## src/rtl/i2c_cfg_slave.sv

```systemverilog
module i2c_cfg_slave #(
  parameter int NREG = 8,
  parameter logic [3:0] DEV_HI = 4'b1011,
  parameter logic [1:0] DEV_LO = 2'b00
) (
  input  logic                 clk,
  input  logic                 rst_n,
  input  logic                 scl_i,
  input  logic                 sda_i,
  input  logic                 addr_sel,
  output logic                 sda_oe,
  output logic [NREG*8-1:0]    regs_o
);
  localparam int DW = 8;
  localparam int PW = $clog2(NREG);

  typedef enum logic [3:0] {
    S_IDLE, S_ADDR, S_AACK, S_PTR, S_PACK, S_WDAT, S_WACK, S_RDAT, S_RACK, S_SKIP
  } st_t;

  logic [1:0] scl_sy, sda_sy;
  logic       scl_r, sda_r, scl_d, sda_d;
  logic       start_c, stop_c, scl_rise, scl_fall;
  st_t        st;
  logic [3:0] cnt;
  logic [DW-1:0] sh, tx;
  logic [PW-1:0] ptr, ptr_nx;
  logic       rw, mack;
  logic [DW-1:0] regs [NREG];

  assign scl_r    = scl_sy[1];
  assign sda_r    = sda_sy[1];
  assign start_c  = scl_r & scl_d & sda_d & ~sda_r;
  assign stop_c   = scl_r & scl_d & ~sda_d & sda_r;
  assign scl_rise = scl_r & ~scl_d;
  assign scl_fall = ~scl_r & scl_d;
  assign ptr_nx   = ptr + 1'b1;

  for (genvar g = 0; g < NREG; g++) begin : g_out
    assign regs_o[g*DW +: DW] = regs[g];
  end

  always_ff @(posedge clk or negedge rst_n) begin
    if (!rst_n) begin
      scl_sy <= 2'b11;
      sda_sy <= 2'b11;
      scl_d  <= 1'b1;
      sda_d  <= 1'b1;
    end else begin
      scl_sy <= {scl_sy[0], scl_i};
      sda_sy <= {sda_sy[0], sda_i};
      scl_d  <= scl_r;
      sda_d  <= sda_r;
    end
  end

  always_ff @(posedge clk or negedge rst_n) begin
    if (!rst_n) begin
      st     <= S_IDLE;
      cnt    <= '0;
      sh     <= '0;
      tx     <= '0;
      ptr    <= '0;
      rw     <= 1'b0;
      mack   <= 1'b0;
      sda_oe <= 1'b0;
      for (int i = 0; i < NREG; i++) regs[i] <= '0;
    end else if (start_c) begin
      st     <= S_ADDR;
      cnt    <= '0;
      sda_oe <= 1'b0;
    end else if (stop_c) begin
      st     <= S_IDLE;
      cnt    <= '0;
      sda_oe <= 1'b0;
    end else if (scl_rise) begin
      case (st)
        S_ADDR, S_PTR, S_WDAT: begin
          sh  <= {sh[DW-2:0], sda_r};
          cnt <= cnt + 1'b1;
        end
        S_RDAT: cnt <= cnt + 1'b1;
        S_RACK: mack <= ~sda_r;
        default: ;
      endcase
    end else if (scl_fall) begin
      case (st)
        S_ADDR: if (cnt == 4'd8) begin
          if (sh[7:1] == {DEV_HI, addr_sel, DEV_LO}) begin
            st     <= S_AACK;
            rw     <= sh[0];
            sda_oe <= 1'b1;
          end else begin
            st <= S_SKIP;
          end
        end
        S_AACK: begin
          cnt <= '0;
          if (rw) begin
            st     <= S_RDAT;
            tx     <= regs[ptr];
            sda_oe <= ~regs[ptr][DW-1];
          end else begin
            st     <= S_PTR;
            sda_oe <= 1'b0;
          end
        end
        S_PTR: if (cnt == 4'd8) begin
          ptr    <= sh[PW-1:0];
          st     <= S_PACK;
          sda_oe <= 1'b1;
        end
        S_WDAT: if (cnt == 4'd8) begin
          regs[ptr] <= sh;
          ptr       <= ptr_nx;
          st        <= S_WACK;
          sda_oe    <= 1'b1;
        end
        S_PACK, S_WACK: begin
          st     <= S_WDAT;
          cnt    <= '0;
          sda_oe <= 1'b0;
        end
        S_RDAT: begin
          if (cnt == 4'd8) begin
            st     <= S_RACK;
            sda_oe <= 1'b0;
          end else begin
            tx     <= {tx[DW-2:0], 1'b0};
            sda_oe <= ~tx[DW-2];
          end
        end
        S_RACK: begin
          if (mack) begin
            ptr    <= ptr_nx;
            tx     <= regs[ptr_nx];
            sda_oe <= ~regs[ptr_nx][DW-1];
            cnt    <= '0;
            st     <= S_RDAT;
          end else begin
            st <= S_SKIP;
          end
        end
        default: ;
      endcase
    end
  end
endmodule

```

## config.mk

```make
export PLATFORM = sky130hd
export DESIGN_NAME = i2c_cfg_slave
export DESIGN_NICKNAME = d
export VERILOG_FILES = /design/src/rtl/i2c_cfg_slave.sv
export SDC_FILE = /design/constraint.sdc
export NUM_CORES = 1
export LEC_CHECK = 0
export BUFFER_PORTS_ARGS = -buffer_cell sky130_fd_sc_hd__buf_2
export CAP_MARGIN = 10
export CORE_UTILIZATION = 30
export DETAILED_ROUTE_END_ITERATION = 6
export GPL_TIMING_DRIVEN = 0
export PLACE_DENSITY = 0.45
export REMOVE_ABC_BUFFERS = 1
export SYNTH_ARGS = -nofsm -noshare
export SYNTH_HDL_FRONTEND = slang
export SYNTH_SLANG_ARGS = --single-unit
```

## constraint.sdc

```tcl
create_clock -name clk -period 3.4 [get_ports clk]
set_input_delay 0.85 -clock clk [delete_from_list [all_inputs] [get_ports clk]]
set_output_delay 0.85 -clock clk [all_outputs]
set_load 0.005 [all_outputs]
```

==> results of run 1 <==
[cells in the final DEF, fill, tap and decap left out, types with 4 or more instances in the layout]
master / Yosys / final
nor2_1: 14 / 14
nand2_1: 19 / 19
clkbuf_16: 0 / 9
dfrtp_1: 93 / 91
o22a_1: 5 / 5
inv_1: 6 / 6
nand3_1: 5 / 5
o21a_1: 4 / 4
buf_2: 7 / 68
ha_1: 8 / 7
a21oi_1: 16 / 16
mux4_2: 32 / 32
o21ai_0: 18 / 18
mux2_2: 78 / 78
nand3b_1: 5 / 5
dfstp_2: 6 / 6
o221ai_1: 4 / 4
nor2b_1: 5 / 5
mux2i_1: 16 / 16
[what timing repair did]
action	4_1_cts	5_1_grt
gates cloned	0	0
pin swaps	0	0
resized for setup	1	1
endpoints found under the setup margin	8	1
[metal layers]
layer	vias up	routed length, um
met2	86	6987
met1	1919	6748
met3	14	514
met4	0	217
li1	1688	-
met5	-	0
[path summary, 6_finish.rpt]
path,end,from,slack [ns],cells past startpoint
setup / recovery,regs_o[16],st[0],0.40,5
hold / removal,scl_sy[1],scl_sy[0],0.36,0
setup reg to reg,regs_o[16],st[0],0.40,5
hold reg to reg,scl_sy[1],scl_sy[0],0.36,0
max in group asynchronous,scl_sy[0],rst_n,2.16,2
min in group asynchronous,regs_o[15],rst_n,0.51,1
[report_power, final]
group / internal, W / total [W] / leakage [nW] / switching (W)
registers: 0.00132 / 0.00175 / 1.33 / 0.000432
clock network: 0.000512 / 0.000957 / 0.132 / 0.000445
logic: 0.000515 / 0.000973 / 1.41 / 0.000458
total: 0.00235 / 0.00368 / 2.87 / 0.00133
[stage by stage]
step	total power, W	utilization, %	hold slack (ns)
final	0.003682	35.82	0.3586
after global routing	0.003919	35.82	0.3664
after CTS	0.003734	35.77	0.3620
after detailed placement	0.002758	34.23	0.3497
after global placement	0.002706	33.89	0.3505
after floorplan	0.002363	-	0.3452
[cells by family (layout without fill, tap and decap cells)]
group | count (synthesis) | count (layout)
buffers and inverters | 38 | 93
multiplexers | 128 | 128
XOR/XNOR | 3 | 3
AO/OA/AOI/OAI | 69 | 69
AND/OR/NAND/NOR | 73 | 73
flip-flops | 99 | 99
adder cells (fa/ha/maj) | 8 | 8
[state kept, by name, indices dropped and copies added, names as in the netlist, 2 cells and up]
| signal | count |
|---|---|
| st | 4 |
| ptr | 3 |
| cnt | 4 |
| sh | 8 |
| tx | 7 |
| scl_sy | 2 |
| regs_o | 64 |
| sda_sy | 2 |
[critical path, stage by stage, from the launching register on]
cell	delay [ns]
dfrtp_1	0.72
nor2b_1	0.27
nand3_2	0.11
or4b_1	0.66
nor3b_4	0.71
mux2_2	0.41
[synth_stat cells, types with 2 or more instances]
cell | n | share of area, %
or2_2 | 2 | 0.23
o22a_1 | 5 | 0.80
nor3b_4 | 2 | 0.69
o21ai_0 | 18 | 1.7
or3_1 | 3 | 0.34
o21bai_1 | 2 | 0.28
nand2b_1 | 3 | 0.34
buf_1 | 2 | 0.14
xor2_1 | 3 | 0.48
dfrtp_1 | 93 | 43
o21a_1 | 4 | 0.55
o31ai_1 | 3 | 0.41
nand3b_1 | 5 | 0.69
inv_1 | 6 | 0.41
o211ai_1 | 2 | 0.28
ha_1 | 8 | 1.8
mux4_2 | 32 | 13
mux2i_1 | 16 | 2.9
nand3_1 | 5 | 0.46
or4b_1 | 2 | 0.37
a31oi_1 | 3 | 0.34
dfstp_2 | 6 | 2.9
a211oi_1 | 2 | 0.28
mux2_2 | 78 | 16
nand2_1 | 19 | 1.3
o221ai_1 | 4 | 0.64
nand4_1 | 2 | 0.23
clkbuf_1 | 22 | 1.5
a21oi_1 | 16 | 1.5
a221oi_1 | 2 | 0.32
nor2_1 | 14 | 0.96
nand4bb_1 | 2 | 0.41
mux2_1 | 2 | 0.41
buf_2 | 7 | 0.64
nor2b_1 | 5 | 0.57
[cell type report]
cell class | instances | area [sq um] | area share [%]
Clock buffer | 11 | 242.7 | 3.864
Clock inverter | 3 | 26.28 | 0.4182
Inverter | 6 | 22.52 | 0.3585
Multi-Input combinational cell | 281 | 2811 | 44.75
Sequential cell | 99 | 2487 | 39.59
Tap cell | 225 | 281.5 | 4.481
Timing Repair Buffer | 73 | 410.4 | 6.533
==> results_dict.tcl, run 1 <==
set metrics [dict create \
    die_w_um 136.8 \
    vias_per_cell 5.311 \
    vdd_ir_drop_max_mv 0.3038 \
    synth_cells 418 \
    pre_cts_slack_ns -0.2376 \
    synth-edff-count 0 \
    routedWlPerCell_um 20.73 \
    vias 3707 \
    timing.fmax_mhz 333.2 \
    ant_nets 0 \
    report.final.slew_viol_count 0 \
    drt_iter0_markers 164 \
    met1_usage_pct 22.71 \
    grt_pass1_vias 3785 \
    cts_buffers 9 \
    design_area_sq_mm 0.006282 \
    drcViolationCount 0 \
    wl_um 14470 \
    ctsHoldBuffers 0 \
    dieHeight_um 136.8 \
    ys_ff_latch 99 \
    hold_violations 0 \
    period_share_pct 88.26 \
    crit_fanout 21 \
    gr-max-usage-layer "met2" \
    cts_buffer_depth 2 \
    grt_max_degree 57 \
    synth_mux_area_share_pct 32.70 \
    finalNonFillerCells 698 \
    rows 48 \
    endpoint_kind "flip-flop" \
    rsz0062_at_grt "false" \
    overflow 0 \
    grt_use_met3_pct 2.889 \
    io_pins 70 \
    synth_top_family_by_area "multiplexers" \
    syn_area_per_cell_sq_um 13.04 \
    path_clk_slew_ns 0.07 \
    critPathLaunchType "flip-flop" \
    path_class "reg -> reg" \
    dr.pass1.iters 4 \
    synth.distinct_cells 53 \
    grt_usage_pct 16.65 \
    hp-class "reg -> reg" \
    timing.final.ws_setup_ns 0.3992 \
    antenna_found_initial 0 \
    crit_required_ns 3.63 \
    cts_sinks 99 \
    skew_ns 0.008744 \
    synth_xor_area_share_pct 0.4822 \
    cts_setup_buffers 0 \
    synth_warnings 0 \
    grt_first_pass_wirelength_um 22780 \
    powerDensity_mw_per_mm2 586.1 \
    dp.cells 683 \
    die-area_sq_mm 0.01871 \
    cts_tree "yes" \
    clk_latency_ns 0.35 \
    antenna_cells 0 \
    synth-compound-area-share_pct 8.358 \
    status "completed" \
    cts.htree.levels 3 \
    finalSetupViolCount 0 \
    yosys.area_share.simple_pct 8.175 \
    totalNegativeSetupSlack_ns 0 \
    hpwl_um 9535 \
    area_growth_pct 15.29 \
    synth-adder-area-share_pct 1.837 \
    p_leak_nw 2.871 \
    synth_seq_area_share_pct 45.60 \
    fillers 1752 \
    gp_congestion 0.8050 \
    cts-root-buf "clkbuf_16" \
    placed_cell_area_sq_mm 0.006002 \
    worst_pin_slew_ns 1.219 \
    synthesis.area_sq_mm 0.005449 \
    async_flop_share_pct 100.0 \
    relSlewSlack_pct 17.89 \
    portBuffers 69 \
    initial_core_util_pct 31.07 \
    core_sq_mm 0.01754 \
    final_nets 483 \
    grt_use_met2_pct 26.62 \
    drive_gt1_share_pct 45.67 \
    yosys_most_used_dff "dfrtp_1" \
    worstPathArrival_ns 3.23 \
    min_period_ns 3.001 \
    drv_cap 0 \
]
No activity file was read; power rests on OpenSTA's default activity.
==> run 2: changes to the inputs <==
- CORE_UTILIZATION: 30 -> 55
- PLACE_DENSITY: 0.45 -> 0.74
==> run 2 against run 1 <==
Effect of this change:
- design area shrank 3.3%
- fmax shrank 7.3%
- sequential power is essentially flat
- critical path depth is the same
- via count grew 3.0%
- sequential cell count is the same
- power shrank 6.7%
- core utilization grew 29 points
- critical path type unchanged
- wire length shrank 12%
- largest cell class unchanged
==> results_dict.tcl, run 2 (synthesized netlist as in run 1, its figures left out) <==
set metrics [dict create \
    status "completed" \
    critPathLaunchType "flip-flop" \
    p_comb_share_pct 28.2 \
    multi_input_area_sq_mm 0.002819 \
    worst_pin_slew_ns 1.172 \
    p_sw_share_pct 38.01 \
    endpoint_kind "flip-flop" \
    timing.fmax_mhz 308.9 \
    clk_latency_ns 0.37 \
    hold_ws_ns 0.3538 \
    path_class "reg -> reg" \
    min_period_ns 3.237 \
    hold_violations 0 \
    rows 35 \
    relSlewSlack_pct 21.85 \
    final_common_cell "dfrtp_1" \
    grt_usage_pct 26.74 \
    cts_setup_buffers 0 \
    ant_nets 0 \
    grt_first_pass_wirelength_um 20380 \
    seqCellArea_sq_mm 0.002486 \
    dp.cells 586 \
    cts_sinks 99 \
    cts-root-buf "clkbuf_8" \
    finalNonFillerCells 602 \
    vdd_ir_drop_max_mv 0.2633 \
    clkPwrFrac_pct 21.4 \
    drcViolationCount 0 \
    layout_common_cells "dfrtp_1, mux2_2, buf_2" \
    rsz0062_at_grt "false" \
    wl_um 12750 \
    finalSetupViolCount 0 \
    cts_buffers 9 \
    fin_util_pct 64.52 \
    fillers 717 \
    p_seq_share_pct 50.4 \
    hpwl_um 8529 \
    crit_chain "ha_2 -> mux4_2 -> mux2_2 -> a221oi_1 -> a21oi_1" \
    area_growth_pct 11.48 \
    cts_tree "yes" \
    final_nets 481 \
    critPathMaxStageDelay_ns 1.10 \
    initial_core_util_pct 57.87 \
    core_sq_mm 0.009415 \
    hp-class "reg -> reg" \
    p_leak_nw 2.818 \
    overflow 0 \
    crit_fanout 21 \
    crit_required_ns 3.59 \
    die-area_sq_mm 0.01031 \
    period_share_pct 95.21 \
    dieHeight_um 101.5 \
    vias 3820 \
    dr.pass1.iters 5 \
    die_w_um 101.5 \
    io_pins 70 \
    cts_buffer_depth 2 \
    intPower_w 0.002129 \
    drive_gt1_share_pct 45.67 \
    drt_iter0_markers 296 \
    grt_pass1_vias 3749 \
    routedWlPerCell_um 21.18 \
    switchingPower_w 0.001305 \
    grt_max_degree 57 \
    largest_reg_flops 64 \
    antenna_found_initial 0 \
    vias_per_cell 6.346 \
    path_clk_slew_ns 0.11 \
    cts.htree.levels 3 \
    gp_congestion 0.8930 \
    worstPathArrival_ns 3.43 \
    placed_cell_area_sq_mm 0.005874 \
    ctsHoldBuffers 0 \
    skew_ns 0.01655 \
    report.final.slew_viol_count 0 \
    design_area_sq_mm 0.006075 \
    cp_slowest_cell "dfrtp_1" \
    powerDensity_mw_per_mm2 565.3 \
    antenna_cells 0 \
    portBuffers 69 \
    drv_cap 0 \
]
==> run 2: cell count changes in the layout (fill, tap and decap cells not counted) <==
| cell | delta |
|---|---|
| clkbuf_16 | -9 |
| clkinv_8 | +1 |
| clkinvlp_4 | +2 |
| xor2_1 | -1 |
| clkinv_4 | -2 |
| dfrtp_1 | +1 |
| buf_4 | -2 |
| dfrtp_2 | -1 |
| xor2_2 | +1 |
| clkbuf_8 | +9 |
| inv_6 | +1 |
==> run 2: what timing repair did <==
item,4_1_cts,5_1_grt
gates resized for setup,2,0
hold endpoints to repair,0,0
endpoints found under the setup margin,1,0
==> run 2: cell type report <==
| class | count | area share (%) |
|---|---|---|
| clock buffer | 11 | 2.328 |
| clock inverter | 5 | 0.8033 |
| multi-input combinational | 281 | 46.41 |
| tap | 129 | 2.657 |
| timing repair buffer | 71 | 6.509 |
| inverter | 6 | 0.3708 |
| sequential | 99 | 40.93 |
==> run 2: path summary, 6_finish.rpt <==
check                                from  slack [ns]  depth (start not counted)   endpoint
worst max-delay path               ptr[1]        0.16                          5      tx[5]
worst min-delay path            scl_sy[0]        0.35                          0  scl_sy[1]
worst max register to register     ptr[1]        0.16                          5      tx[5]
worst min register to register  scl_sy[0]        0.35                          0  scl_sy[1]
max in group asynchronous           rst_n        2.26                          2  regs_o[4]
min in group asynchronous           rst_n        0.45                          1     cnt[1]
==> run 2: critical path: cells and delay by family, from the launching register on <==
family                     cells  cell delay (ns)
DFF                            1             1.10
adders and majority gates      1             0.72
muxes                          2             0.87
AOI/OAI and AO/OA              2             0.37
==> run 2: stage by stage <==
stage	TNS [ns]	worst slack [ns]	power, W
after floorplan	0	0.05911	0.002363
after global placement	-3.746	-0.6467	0.002643
after detailed placement	-0.1092	-0.1092	0.002708
after CTS	0	0.1652	0.003440
after global routing	0	0.002867	0.003619
final	0	0.1627	0.003434
==> run 2: power by group through the flow <==
stage,logic (W),clock network (W),registers [W]
after floorplan,0.000724,0,0.00164
after global placement,0.000868,0,0.00178
after detailed placement,0.000966,0,0.00174
after CTS,0.000973,0.000747,0.00172
after global routing,0.00106,0.000792,0.00177
final,0.000968,0.000734,0.00173
==> run 2: routing by layer <==
metal  routed length (um)  part of all wire (%)  GRT usage [%]
met1                 5836                    46          38.30
met2                 6142                    48          41.79
met3                  613                   4.8          4.831
met4                  161                   1.3          8.361
met5                    0                     0              0
